$ cat src/rtl/alu_pkg.sv
package alu_pkg;

    typedef enum logic [2:0] {
        OP_ADD = 3'd0,
        OP_SUB = 3'd1,
        OP_AND = 3'd2,
        OP_OR  = 3'd3,
        OP_XOR = 3'd4,
        OP_CMP = 3'd5,
        OP_TST = 3'd6,
        OP_LEA = 3'd7
    } alu_op_e;

    typedef enum logic [1:0] {
        WD_8   = 2'd0,
        WD_16  = 2'd1,
        WD_32  = 2'd2,
        WD_32B = 2'd3
    } alu_width_e;

    typedef enum logic [3:0] {
        CC_EQ  = 4'd0,
        CC_NE  = 4'd1,
        CC_LT  = 4'd2,
        CC_GE  = 4'd3,
        CC_LE  = 4'd4,
        CC_GT  = 4'd5,
        CC_B   = 4'd6,
        CC_AE  = 4'd7,
        CC_BE  = 4'd8,
        CC_A   = 4'd9,
        CC_NEG = 4'd10,
        CC_POS = 4'd11
    } alu_cond_e;

    typedef struct packed {
        logic c;
        logic z;
        logic s;
        logic o;
    } alu_flags_t;

endpackage

$ cat src/rtl/alu_core.sv
module alu_core
    import alu_pkg::*;
#(
    parameter int DATA_W = 32
) (
    input  alu_op_e             op,
    input  alu_width_e          width,
    input  logic [DATA_W-1:0]   a,
    input  logic [DATA_W-1:0]   b,
    output logic [DATA_W-1:0]   res,
    output alu_flags_t          flags,
    output logic                writes,
    output logic                sets_flags
);
    localparam int QW = (DATA_W >= 8)  ? 8  : DATA_W;
    localparam int HW = (DATA_W >= 16) ? 16 : DATA_W;

    logic [DATA_W-1:0] mask, top, am, bm;
    logic [DATA_W:0]   sum;
    logic [DATA_W-1:0] diff;
    logic              a_s, b_s, r_s, carry, ovf;

    always_comb begin
        unique case (width)
            WD_8:    mask = DATA_W'({QW{1'b1}});
            WD_16:   mask = DATA_W'({HW{1'b1}});
            default: mask = {DATA_W{1'b1}};
        endcase
        top  = mask ^ (mask >> 1);
        am   = a & mask;
        bm   = b & mask;
        sum  = {1'b0, am} + {1'b0, bm};
        diff = (am - bm) & mask;
        a_s  = |(am & top);
        b_s  = |(bm & top);
        res   = '0;
        carry = 1'b0;
        ovf   = 1'b0;
        unique case (op)
            OP_ADD, OP_LEA: begin
                res   = sum[DATA_W-1:0] & mask;
                carry = |(sum[DATA_W:1] & top);
            end
            OP_SUB, OP_CMP: begin
                res   = diff;
                carry = am < bm;
            end
            OP_AND, OP_TST: res = am & bm;
            OP_OR:          res = am | bm;
            default:        res = am ^ bm;
        endcase
        r_s = |(res & top);
        unique case (op)
            OP_ADD, OP_LEA: ovf = (a_s == b_s) && (r_s != a_s);
            OP_SUB, OP_CMP: ovf = (a_s != b_s) && (r_s != a_s);
            default:        ovf = 1'b0;
        endcase
        flags.c    = carry;
        flags.z    = (res == '0);
        flags.s    = r_s;
        flags.o    = ovf;
        writes     = !(op == OP_CMP || op == OP_TST);
        sets_flags = (op != OP_LEA);
    end

    always_comb begin
        assert (op != OP_CMP || !writes) else $error("assert_cmp_no_write_R6");
        assert (op != OP_LEA || !sets_flags) else $error("assert_lea_no_flags_R7");
    end
endmodule

$ cat src/rtl/alu_cond.sv
module alu_cond
    import alu_pkg::*;
#(
    parameter int OUT_W = 32
) (
    input  alu_flags_t          flags,
    input  logic [3:0]          sel,
    output logic [7:0]          set_byte,
    output logic [OUT_W-1:0]    set_wide
);
    logic lt, hit;

    always_comb begin
        lt = flags.s ^ flags.o;
        unique case (sel)
            CC_EQ:   hit = flags.z;
            CC_NE:   hit = !flags.z;
            CC_LT:   hit = lt;
            CC_GE:   hit = !lt;
            CC_LE:   hit = lt | flags.z;
            CC_GT:   hit = !(lt | flags.z);
            CC_B:    hit = flags.c;
            CC_AE:   hit = !flags.c;
            CC_BE:   hit = flags.c | flags.z;
            CC_A:    hit = !(flags.c | flags.z);
            CC_NEG:  hit = flags.s;
            CC_POS:  hit = !flags.s;
            default: hit = 1'b0;
        endcase
        set_byte = {7'd0, hit};
        set_wide = {{(OUT_W-8){1'b0}}, set_byte};
    end

    always_comb begin
        assert (set_byte[7:1] == 7'd0) else $error("assert_byte_boolean_R10");
        assert (set_wide[OUT_W-1:8] == '0) else $error("assert_wide_upper_zero_R10");
    end
endmodule

$ cat src/rtl/flag_alu.sv
module flag_alu
    import alu_pkg::*;
#(
    parameter int DATA_W = 32
) (
    input  logic                clk,
    input  logic                rst_n,
    input  logic                op_valid,
    input  logic [2:0]          op_code,
    input  logic [1:0]          op_width,
    input  logic [DATA_W-1:0]   opnd_a,
    input  logic [DATA_W-1:0]   opnd_b,
    input  logic [3:0]          cond_sel,
    output logic [DATA_W-1:0]   result,
    output logic                result_we,
    output logic                flag_c,
    output logic                flag_z,
    output logic                flag_s,
    output logic                flag_o,
    output logic [7:0]          set_byte,
    output logic [DATA_W-1:0]   set_wide
);
    typedef struct packed {
        logic [DATA_W-1:0] res;
        logic              we;
        alu_flags_t        flags;
    } state_t;

    state_t            st_d, st_q;
    logic [DATA_W-1:0] core_res;
    alu_flags_t        core_flags;
    logic              core_writes, core_sets;

    alu_core #(.DATA_W(DATA_W)) u_core (
        .op         (alu_op_e'(op_code)),
        .width      (alu_width_e'(op_width)),
        .a          (opnd_a),
        .b          (opnd_b),
        .res        (core_res),
        .flags      (core_flags),
        .writes     (core_writes),
        .sets_flags (core_sets)
    );

    always_comb begin
        st_d    = st_q;
        st_d.we = op_valid && core_writes;
        if (op_valid && core_writes) st_d.res   = core_res;
        if (op_valid && core_sets)   st_d.flags = core_flags;
    end

    always_ff @(posedge clk) begin
        if (!rst_n) st_q <= '0;
        else        st_q <= st_d;
    end

    alu_cond #(.OUT_W(DATA_W)) u_cond (
        .flags    (st_q.flags),
        .sel      (cond_sel),
        .set_byte (set_byte),
        .set_wide (set_wide)
    );

    assign result    = st_q.res;
    assign result_we = st_q.we;
    assign flag_c    = st_q.flags.c;
    assign flag_z    = st_q.flags.z;
    assign flag_s    = st_q.flags.s;
    assign flag_o    = st_q.flags.o;

    assert_cmp_tst_no_we_R6: assert property (@(posedge clk) disable iff (!rst_n)
        op_valid && (op_code == 3'd5 || op_code == 3'd6) |=> !result_we && $stable(result));
    assert_lea_flags_hold_R7: assert property (@(posedge clk) disable iff (!rst_n)
        op_valid && op_code == 3'd7 |=> $stable({flag_c, flag_z, flag_s, flag_o}) && result_we);
    assert_idle_hold_R8: assert property (@(posedge clk) disable iff (!rst_n)
        !op_valid |=> !result_we && $stable(result) && $stable({flag_c, flag_z, flag_s, flag_o}));
    assert_byte_upper_zero_R2: assert property (@(posedge clk) disable iff (!rst_n)
        op_valid && op_width == 2'd0 && op_code != 3'd5 && op_code != 3'd6
        |=> result[DATA_W-1:8] == '0);
    assert_zero_not_neg_R4: assert property (@(posedge clk) disable iff (!rst_n)
        !(flag_z && flag_s));
endmodule

$ cat config.mk
export PLATFORM = sky130hd
export DESIGN_NAME = flag_alu
export DESIGN_NICKNAME = d
export VERILOG_FILES = /design/src/rtl/alu_pkg.sv /design/src/rtl/alu_core.sv /design/src/rtl/alu_cond.sv /design/src/rtl/flag_alu.sv
export SDC_FILE = /design/constraint.sdc
export NUM_CORES = 1
export LEC_CHECK = 0
export BUFFER_PORTS_ARGS = -buffer_cell sky130_fd_sc_hd__buf_2
export CORE_UTILIZATION = 58
export CTS_BUF_LIST = sky130_fd_sc_hd__clkbuf_8
export DETAILED_ROUTE_END_ITERATION = 8
export GPL_TIMING_DRIVEN = 1
export HOLD_SLACK_MARGIN = 0.08
export PLACE_DENSITY_LB_ADDON = 0.05
export SYNTH_ARGS = -nofsm -noshare
export SYNTH_HDL_FRONTEND = slang
export SYNTH_SLANG_ARGS = --single-unit
$ cat constraint.sdc
create_clock -name clk -period 5 [get_ports clk]
set_input_delay 1 -clock clk [delete_from_list [all_inputs] [get_ports clk]]
set_output_delay 1 -clock clk [all_outputs]
set_load 0.005 [all_outputs]
## Word level (Yosys, flattened, before mapping)

Index checks and enable logic that the tools add are counted.

| storage, ports and cells | value |
|---|---|
| bits in registers | 37 |
| input port bits | 76 |
| output and inout port bits | 77 |
| word-level logic and storage cells | 74 |

| operators by class | value |
|---|---|
| $add $sub $neg | 2 |
| $lt $le $gt $ge | 1 |
| equality and inequality tests | 22 |
| multiplexer cells | 5 |
| bitwise logic cells | 15 |
| reductions and logical operators | 23 |

Operators with widths:

| kind | count |
|---|---|
| 32-bit AND | 9 |
| 32-bit case mux with 4 select lines | 1 |
| 32-bit OR reduction | 4 |
| 32-bit case mux with 2 select lines | 1 |
| 32-bit by 32-bit adder with 33-bit output | 1 |
| 32-bit logical NOT | 1 |
| 32-bit < comparator | 1 |
| 32-bit OR | 1 |
| 32-bit subtractor | 1 |
| 32-bit by 31-bit bitwise XOR with 32-bit output | 1 |
| 32-bit bitwise XOR | 1 |
| 4-bit by 3-bit equality test with 1-bit output, second input constant | 4 |
| 4-bit equality test, second input constant | 4 |
| 1-bit case mux with 12 select lines | 1 |
| 3-bit equality test, second input constant | 3 |
| 4-bit by 2-bit equality test with 1-bit output, second input constant | 2 |
| 1-bit logical NOT | 7 |
| 3-bit by 2-bit equality test with 1-bit output, second input constant | 2 |
| 2-bit OR reduction | 3 |
| 4-bit by 1-bit equality test with 1-bit output, second input constant | 1 |
| 1-bit logical AND | 4 |
| 4-bit logical NOT | 1 |
| 1-bit case mux with 2 select lines | 2 |
| 3-bit by 1-bit equality test with 1-bit output, second input constant | 1 |
| 9 further kinds | 11 |

## Depth between registers and ports, before layout

Gate-level depths: netlist of the first run.

| logic depth | value |
|---|---|
| word-level depth | 11 |
| depth in mapped cells | 19 |
| mapped depth without buffers | 15 |

## Cells and area by module

From an unflattened synthesis of the first run, not the netlist that was laid out.

| unflattened totals | value |
|---|---|
| cell total of the unflattened synthesis | 1149 |
| area, all modules | 7883.8 um^2 |

By module, submodules not included:

| module | instances | cells each | area an instance (um^2) |
|---|---|---|---|
| alu_core | 1 | 927 | 5900.7 |
| flag_alu | 1 | 167 | 1571.5 |
| alu_cond | 1 | 55 | 411.6 |

## Worst setup path after synthesis of the first run

Ideal clock, no wire load.

| timing | value |
|---|---|
| path type | input port to flip-flop |
| start | input port op_width[0] |
| end | register st_q (netlist bit flag_z) |
| library setup time | 0.084 ns |
| data arrival time | 4.476 ns |
| slack | 0.439 ns |
| cell stages on the path | 19 |
| cell sequence | clkbuf_1 or2_2 clkbuf_1 clkbuf_1 nand2_1 inv_1 ha_1 buf_6 a21o_1 a221o_1 a21oi_4 o2111ai_2 a31oi_4 mux2i_1 o2111a_1 o2111ai_1 nor4b_1 nand4_1 o31ai_2 |

| between the ends | value |
|---|---|
| longest elaborated chain between the ends | 7 |
| elaborated cells between the ends (all ways) | 14 |
| classes of those cells | add/sub: 2; eq/ne: 1; mux: 2; bitwise: 7; reduce/logical: 2 |

Ends and longest elaborated chain:

| what | RTL line | text |
|---|---|---|
| from (decl) | flag_alu.sv:10 | `input logic [1:0] op_width,` |
| 2-bit by 1-bit equality test with 1-bit output / 2-bit logical NOT (equally long branches) | alu_core.sv:24 | `unique case (width)` |
| 32-bit case mux with 2 select lines (*) | alu_core.sv:24 |  |
| 32-bit AND, on equally long branches | alu_core.sv:30, alu_core.sv:31 |  |
| 32-bit subtractor / 32-bit by 32-bit adder with 33-bit output (equally long branches) | alu_core.sv:33, alu_core.sv:32 |  |
| 32-bit AND, on equally long branches | alu_core.sv:33, alu_core.sv:41 |  |
| 32-bit case mux with 4 select lines (*) | alu_core.sv:39 | `unique case (op)` |
| 32-bit logical NOT (*) | alu_core.sv:59 | `flags.z = (res == '0);` |
| to (signal assigned) | flag_alu.sv:54 | `else st_q <= st_d;` |
| to (decl) | flag_alu.sv:29 | `state_t st_d, st_q;` |

Every way passes the cells marked *; elsewhere a longest branch is shown, timed or not.
A chain may end at the register's enable or synchronous reset.

## Worst setup path after layout of the first run

Same ends and word-level chain as after synthesis.

==> results_dict.tcl, run 1 <==
set metrics [dict create \
    gp_congestion 1.04 \
    grt_overflow_total 0 \
    power_density_mw_per_mm2 175 \
    setup_violations 0 \
    crit_arrival_ns 5.01 \
    route.detailed.drc 0 \
    cts-root-buf "clkbuf_8" \
    clock_sinks 37 \
    yosys.area.top_type "ha_1" \
    grt_usage_pct 36.3 \
    crit_slowest_cell "a222oi_1" \
    vias 8266 \
    fp.dieW_um 115 \
    finalCritPeriodShare_pct 95.8 \
    grt_pass1_wl_um 38000 \
    numPortBuffers 114 \
    synth_area_per_cell_um2 7.00 \
    ys_types 85 \
    die_area_mm2 0.0133 \
    hold_class "flip-flop to flip-flop" \
    synthArstFlopShare_pct 0 \
    n_antenna_cell 0 \
    synth_edf_count 0 \
    max-clock-path-buffers 2 \
    syn_area_mm2 0.00744 \
    crit_type "primary input to flip-flop" \
    areaGrowthSynthToFinish_pct 11.2 \
    num_io_pins 153 \
    worst_pin_slew_ns 0.806 \
    insertion_delay_ns 0.30 \
    rsz0062_at_grt "no" \
    final_nets 1339 \
    p_total_mw 1.45 \
    drt_wl_total_um 24100 \
    fmax_mhz 209 \
    synth_top_cells_by_area "ha_1, dfxtp_1, a21oi_1" \
    grt_max_degree 40 \
    worst_slack_ns 0.210 \
    cp_cell_sequence "buf_2 -> or2_2 -> and2_1 -> ha_1 -> inv_1 -> a21oi_1 -> o31ai_1 -> or3_4 -> a2111oi_4 -> nand2b_1 -> a31oi_1 -> xnor2_1 -> a222oi_1 -> nand4_1 -> o31ai_2" \
    initial_core_util_pct 59.2 \
    cp-end-kind "flip-flop" \
    die_y_um 115 \
    postSynthCellCount 1063 \
    ys_ff_latch 37 \
    ys_seq_area_share_pct 9.96 \
    skew_ns 0 \
    clk_pin_slew_worst_paths_ns 0.08 \
    drv_cap 0 \
    hold_depth 2 \
    slew_violations 0 \
    postCtsResizedCells 0 \
    wire_per_inst_um 18.0 \
    drt_pass1_iterations 6 \
    cp_max_fo 19 \
    cpPeakStageDelay_ns 0.48 \
    ir_worst_vdd_uv 118 \
    cts_tree "done" \
    rows 41 \
    ys.flop_type "dfxtp_1" \
    fin_crit_ns 4.79 \
    yosysWarnings 0 \
    core_mm2 0.0126 \
    dp_slack_ns -0.0246 \
    fillCellCount 1196 \
    hpwl_um 19200 \
    drtIter0Drc 1037 \
    outcome "finished clean" \
    critPathTopFamily "compound AO/OA/AOI/OAI gates" \
    viasPerCell 6.18 \
    ant_nets 0 \
    crit_cells 15 \
    synth_top_area_share_pct 16.1 \
    worst-path-buf-inv 2 \
    cts_buffers 5 \
    h-tree-depth 2 \
    max_slew_margin_pct 46.2 \
    reg2reg_depth 2 \
    drive_gt1_share_pct 17.3 \
    critPathLaunchType "primary input" \
    antenna_found_initial 0 \
    p_leak_nw 3.87 \
    cts_setup_buffers 0 \
    hold_buffers 0 \
    grt_pass1_vias 7360 \
    timing_hold_violations_final 0 \
    cp.required_ns 5.22 \
]
final timing paths:
check	startpoint	endpoint	slack, ns
max reg2reg	result[30]$_SDFFE_PN0P_	result[30]$_SDFFE_PN0P_	4.25
max	op_width[0]	flag_z$_SDFFE_PN0P_	0.21
min	result[28]$_SDFFE_PN0P_	result[28]$_SDFFE_PN0P_	0.50
min reg2reg	result[28]$_SDFFE_PN0P_	result[28]$_SDFFE_PN0P_	0.50
per-layer routing:
metal / track usage, % / share of wire (%)
met1: 52.8 / 44
met2: 54.9 / 42
met3: 5.75 / 12
met4: 10.5 / 2.6
met5: 0 / 0
power by group:
part / internal [mW] / switching (mW) / total [mW]
clock: 0.0990 / 0.120 / 0.219
sequential: 0.320 / 0.0169 / 0.337
combinational: 0.344 / 0.546 / 0.890
metrics by stage:
stage | TNS, ns | cell area [um^2] | hold slack, ns | cells | util, %
3_5_place_dp | -0.0246 | 8170 | 0.482 | 1330 | 65.0
4_1_cts | 0 | 8260 | 0.503 | 1338 | 65.7
2_1_floorplan | 0 | 7580 | 0.485 | 1100 | -
5_1_grt | 0 | 8270 | 0.518 | 1338 | 65.8
6_report | 0 | 8270 | 0.500 | 1338 | 65.8
3_3_place_gp | -0.0552 | 8170 | 0.472 | 1330 | 65.0
state kept, by name (all words and copies together), names as in the netlist:
register	cells
result	32
flag_c	1
flag_o	1
flag_s	1
flag_z	1
result_we	1
synth_stat cells (4+ instances only):
cell       instances
a211oi_1          30
a21boi_0           4
a21o_1            11
a21oi_1           82
a222oi_1           7
a22o_1             4
a22oi_1           11
a311oi_1           6
a31oi_1           11
a41oi_1            4
and2_1            30
and3_1             5
and4_1             5
buf_1              5
buf_2             16
buf_4             42
clkbuf_1          43
dfxtp_1           37
ha_1              96
inv_1            107
mux2i_1           16
nand2_1           82
nand2b_1          11
nand3_1           26
nand4_1           10
nor2_1            98
nor2b_1           10
nor3_1            26
nor4_1             5
o211ai_1          20
o21a_1             6
o21ai_0           42
o21ai_1            4
o21bai_1           6
o221ai_1           5
o22ai_1            9
o2bb2ai_1         14
o31ai_1           17
o41ai_1            7
or4_1              4
xnor2_1           26
placed cells by master, fill, tap and decap left out, drive strengths merged, types with 5 or more instances in the layout:
| cell | instances |
|---|---|
| o21ai | 46 |
| o211ai | 20 |
| o31ai | 18 |
| a21oi | 84 |
| a22oi | 11 |
| xnor2 | 26 |
| o221ai | 6 |
| a31oi | 13 |
| clkbuf | 5 |
| a21boi | 7 |
| o41ai | 8 |
| nand3 | 26 |
| and4 | 6 |
| mux2i | 16 |
| nor2 | 99 |
| a311oi | 6 |
| dfxtp | 37 |
| o21a | 6 |
| o2bb2ai | 14 |
| nor3 | 26 |
| o21bai | 6 |
| and2 | 30 |
| conb | 38 |
| and3 | 5 |
| nand2 | 82 |
| ha | 96 |
| nor2b | 10 |
| nand2b | 11 |
| nor4 | 8 |
| a21o | 11 |
| o22ai | 9 |
| inv | 108 |
| a211oi | 30 |
| buf | 165 |
| a222oi | 7 |
| nand4 | 10 |
layout make-up:
type	instances	area, um^2	share of cell area [%]
Inverter	107	402	4.85
Multi-Input combinational cell	849	5870	71.0
Clock inverter	3	21.3	0.257
Sequential cell	37	741	8.95
Clock buffer	5	68.8	0.832
Tap cell	172	215	2.60
Timing Repair Buffer	165	953	11.5
worst min-delay path, cell delays in order, from the launching register on:
cell and delay (ns):
dfxtp_1 0.31, nor2_1 0.10, a211oi_1 0.05
kinds of logic after synthesis:
kind of cell / Yosys count / synth area share [%]
AOI/OAI and AO/OA: 337 / 32.3
xor gates and xnor gates: 28 / 3.30
adders and majority gates: 98 / 16.7
buffers and inverters: 214 / 13.3
DFF: 37 / 9.96
muxes: 20 / 2.91
other: 1 / 0.0504
and+or+nand+nor: 328 / 21.5
Power figures use the tool's default switching activity.
==> run 2, diff against run 1 <==
--- a/config.mk
+++ b/config.mk
@@ -6,7 +6,8 @@
 export NUM_CORES = 1
 export LEC_CHECK = 0
 export BUFFER_PORTS_ARGS = -buffer_cell sky130_fd_sc_hd__buf_2
-export CORE_UTILIZATION = 58
+export CORE_MARGIN = 3
+export CORE_UTILIZATION = 62
 export CTS_BUF_LIST = sky130_fd_sc_hd__clkbuf_8
 export DETAILED_ROUTE_END_ITERATION = 8
 export GPL_TIMING_DRIVEN = 1
==> constraint.sdc (replaced) <==
create_clock -name clk -period 6.1 [get_ports clk]
set_input_delay 1.22 -clock clk [delete_from_list [all_inputs] [get_ports clk]]
set_output_delay 1.22 -clock clk [all_outputs]
set_load 0.005 [all_outputs]
==> run 2 against run 1 <==
Effect of this change:
- first-iteration DRC count up 2.7%
- cell area down 4.5%
- combinational power shrank 22%
- power is 22% lower
- final cell count down 5.4%
- utilization grew 2.5 points
- clock-buffer cell count unchanged
- wire length increased by 1.7%
- setup slack better by 0.60 ns
- register-to-register slack better by 1.0 ns
- sequential share of layout area up 0.43 points
==> results_dict.tcl, run 2 (synthesis gave the netlist of run 1 again) <==
set metrics [dict create \
    fin_crit_ns 5.29 \
    crit_cells 15 \
    cp_cell_sequence "buf_2 -> or2_2 -> nand2_1 -> inv_1 -> ha_1 -> inv_1 -> a21oi_1 -> o31ai_1 -> or3_4 -> a2111oi_4 -> a22oi_1 -> xnor2_1 -> a222oi_1 -> nand4_1 -> o31ai_2" \
    areaGrowthSynthToFinish_pct 6.17 \
    use_met2_pct 53.0 \
    die_y_um 116 \
    hold_depth 2 \
    pwr-share-seq_pct 24.6 \
    clock_sinks 37 \
    reg2reg_depth 2 \
    grt_pass1_vias 7212 \
    cpPeakStageDelay_ns 0.56 \
    gp_congestion 1.03 \
    crit_slowest_cell "ha_1" \
    drive_gt1_share_pct 13.9 \
    fp.dieW_um 116 \
    core_mm2 0.0116 \
    cp.required_ns 6.31 \
    num_io_pins 153 \
    rsz0062_at_grt "no" \
    max-clock-path-buffers 2 \
    max_slew_margin_pct 20.1 \
    drv_cap 0 \
    grt_usage_pct 34.9 \
    switchingPower_uw 536 \
    finalCritPeriodShare_pct 86.7 \
    cts_setup_buffers 0 \
    hpwl_um 19000 \
    cts-root-buf "clkbuf_8" \
    seq_area_um2 741 \
    multi_input_area_mm2 0.00586 \
    p_total_mw 1.12 \
    initial_core_util_pct 64.3 \
    use_met3_pct 7.52 \
    final_common_cell "buf_2" \
    grtUsageMet1_pct 49.9 \
    hold_class "flip-flop to flip-flop" \
    grt_pass1_wl_um 37500 \
    setup_violations 0 \
    ant_nets 0 \
    outcome "finished clean" \
    numPortBuffers 114 \
    cp-end-kind "flip-flop" \
    route.detailed.drc 0 \
    h-tree-depth 2 \
    die_area_mm2 0.0133 \
    cts_tree "done" \
    mostFrequentLayoutCells "buf_2, inv_1, nor2_1" \
    swShare_pct 47.7 \
    clk_pin_slew_worst_paths_ns 0.07 \
    wire_per_inst_um 19.3 \
    slew_violations 0 \
    viasPerCell 6.53 \
    fin_setup_tns_ns 0 \
    p_leak_nw 3.66 \
    rows 39 \
    worst_pin_slew_ns 1.19 \
    grt_busiest_layer "met2" \
    fillCellCount 1045 \
    hold_buffers 0 \
    power_density_mw_per_mm2 142 \
    fmax_mhz 189 \
    grt_overflow_total 0 \
    postCtsResizedCells 0 \
    drt_pass1_iterations 8 \
    ir_worst_vdd_uv 85.4 \
    final_nets 1297 \
    p_int_uw 587 \
    crit_type "primary input to flip-flop" \
    cp_max_fo 19 \
    grt_max_degree 48 \
    clockPowerShare_pct 13.9 \
    worst-path-buf-inv 3 \
    timing_hold_violations_final 0 \
    crit_arrival_ns 5.50 \
    critPathTopFamily "compound AO/OA/AOI/OAI gates" \
    antenna_found_initial 1 \
    skew_ns 0 \
    critPathLaunchType "primary input" \
    drtIter0Drc 1065 \
    cts_buffers 5 \
    vias 8267 \
    largest_reg_flops 32 \
    p_comb_share_pct 61.5 \
    insertion_delay_ns 0.28 \
    worst_path_most_repeated_cell "inv_1" \
    drt_wl_total_um 24500 \
]
run 2: cell count changes in the layout (fill, tap and decap cells not counted):
cell / change
nor4_1: +1
clkinvlp_4: -1
buf_4: -42
inv_6: -1
a21oi_2: -1
nor4_2: -1
a21oi_1: +1
diode_2: +1
run 2: routing by layer:
layer	vias up	share of wire (%)
li1	3849	-
met4	0	2.8
met3	55	12
met2	589	42
met1	3774	43
met5	-	0
run 2: per-stage QoR:
| step | std cells | hold slack, ns | utilization (%) | cell area, um^2 | setup WS, ns |
|---|---|---|---|---|---|
| after global placement | 1259 | 0.470 | 67.6 | 7820 | 0.709 |
| after CTS | 1265 | 0.495 | 68.3 | 7900 | 0.997 |
| after global routing | 1266 | 0.512 | 68.3 | 7900 | 0.625 |
| after floorplan | 1100 | 0.485 | - | 7580 | 1.32 |
| final | 1266 | 0.489 | 68.3 | 7900 | 0.811 |
| after detailed placement | 1259 | 0.480 | 67.6 | 7820 | 0.713 |
run 2: area by class of cell:
type | count | area share [%]
Timing Repair Buffer | 123 | 8.08
Tap cell | 143 | 2.27
Inverter | 107 | 5.09
Antenna cell | 1 | 0.0317
Sequential cell | 37 | 9.38
Multi-Input combinational cell | 849 | 74.2
Clock buffer | 5 | 0.871
Clock inverter | 1 | 0.0634
run 2: worst paths after layout:
path | from | end | slack (ns)
setup / recovery | op_width[0] | flag_z$_SDFFE_PN0P_ | 0.81
hold / removal | result[0]$_SDFFE_PN0P_ | result[0]$_SDFFE_PN0P_ | 0.49
setup reg to reg | result[21]$_SDFFE_PN0P_ | result[21]$_SDFFE_PN0P_ | 5.27
hold reg to reg | result[0]$_SDFFE_PN0P_ | result[0]$_SDFFE_PN0P_ | 0.49
run 2: power by group through the flow:
stage	logic [mW]	clock network (mW)	registers [mW]
floorplan	0.496	0	0.280
global placement	0.660	0	0.280
detailed placement	0.662	0	0.281
CTS	0.668	0.154	0.275
global route	0.747	0.165	0.278
finish	0.690	0.157	0.276
run 2: worst register-to-register path, cell delays in order, from the launching register on:
cell and delay (ns):
dfxtp_1 0.35, nor2_1 0.06, a211oi_1 0.31
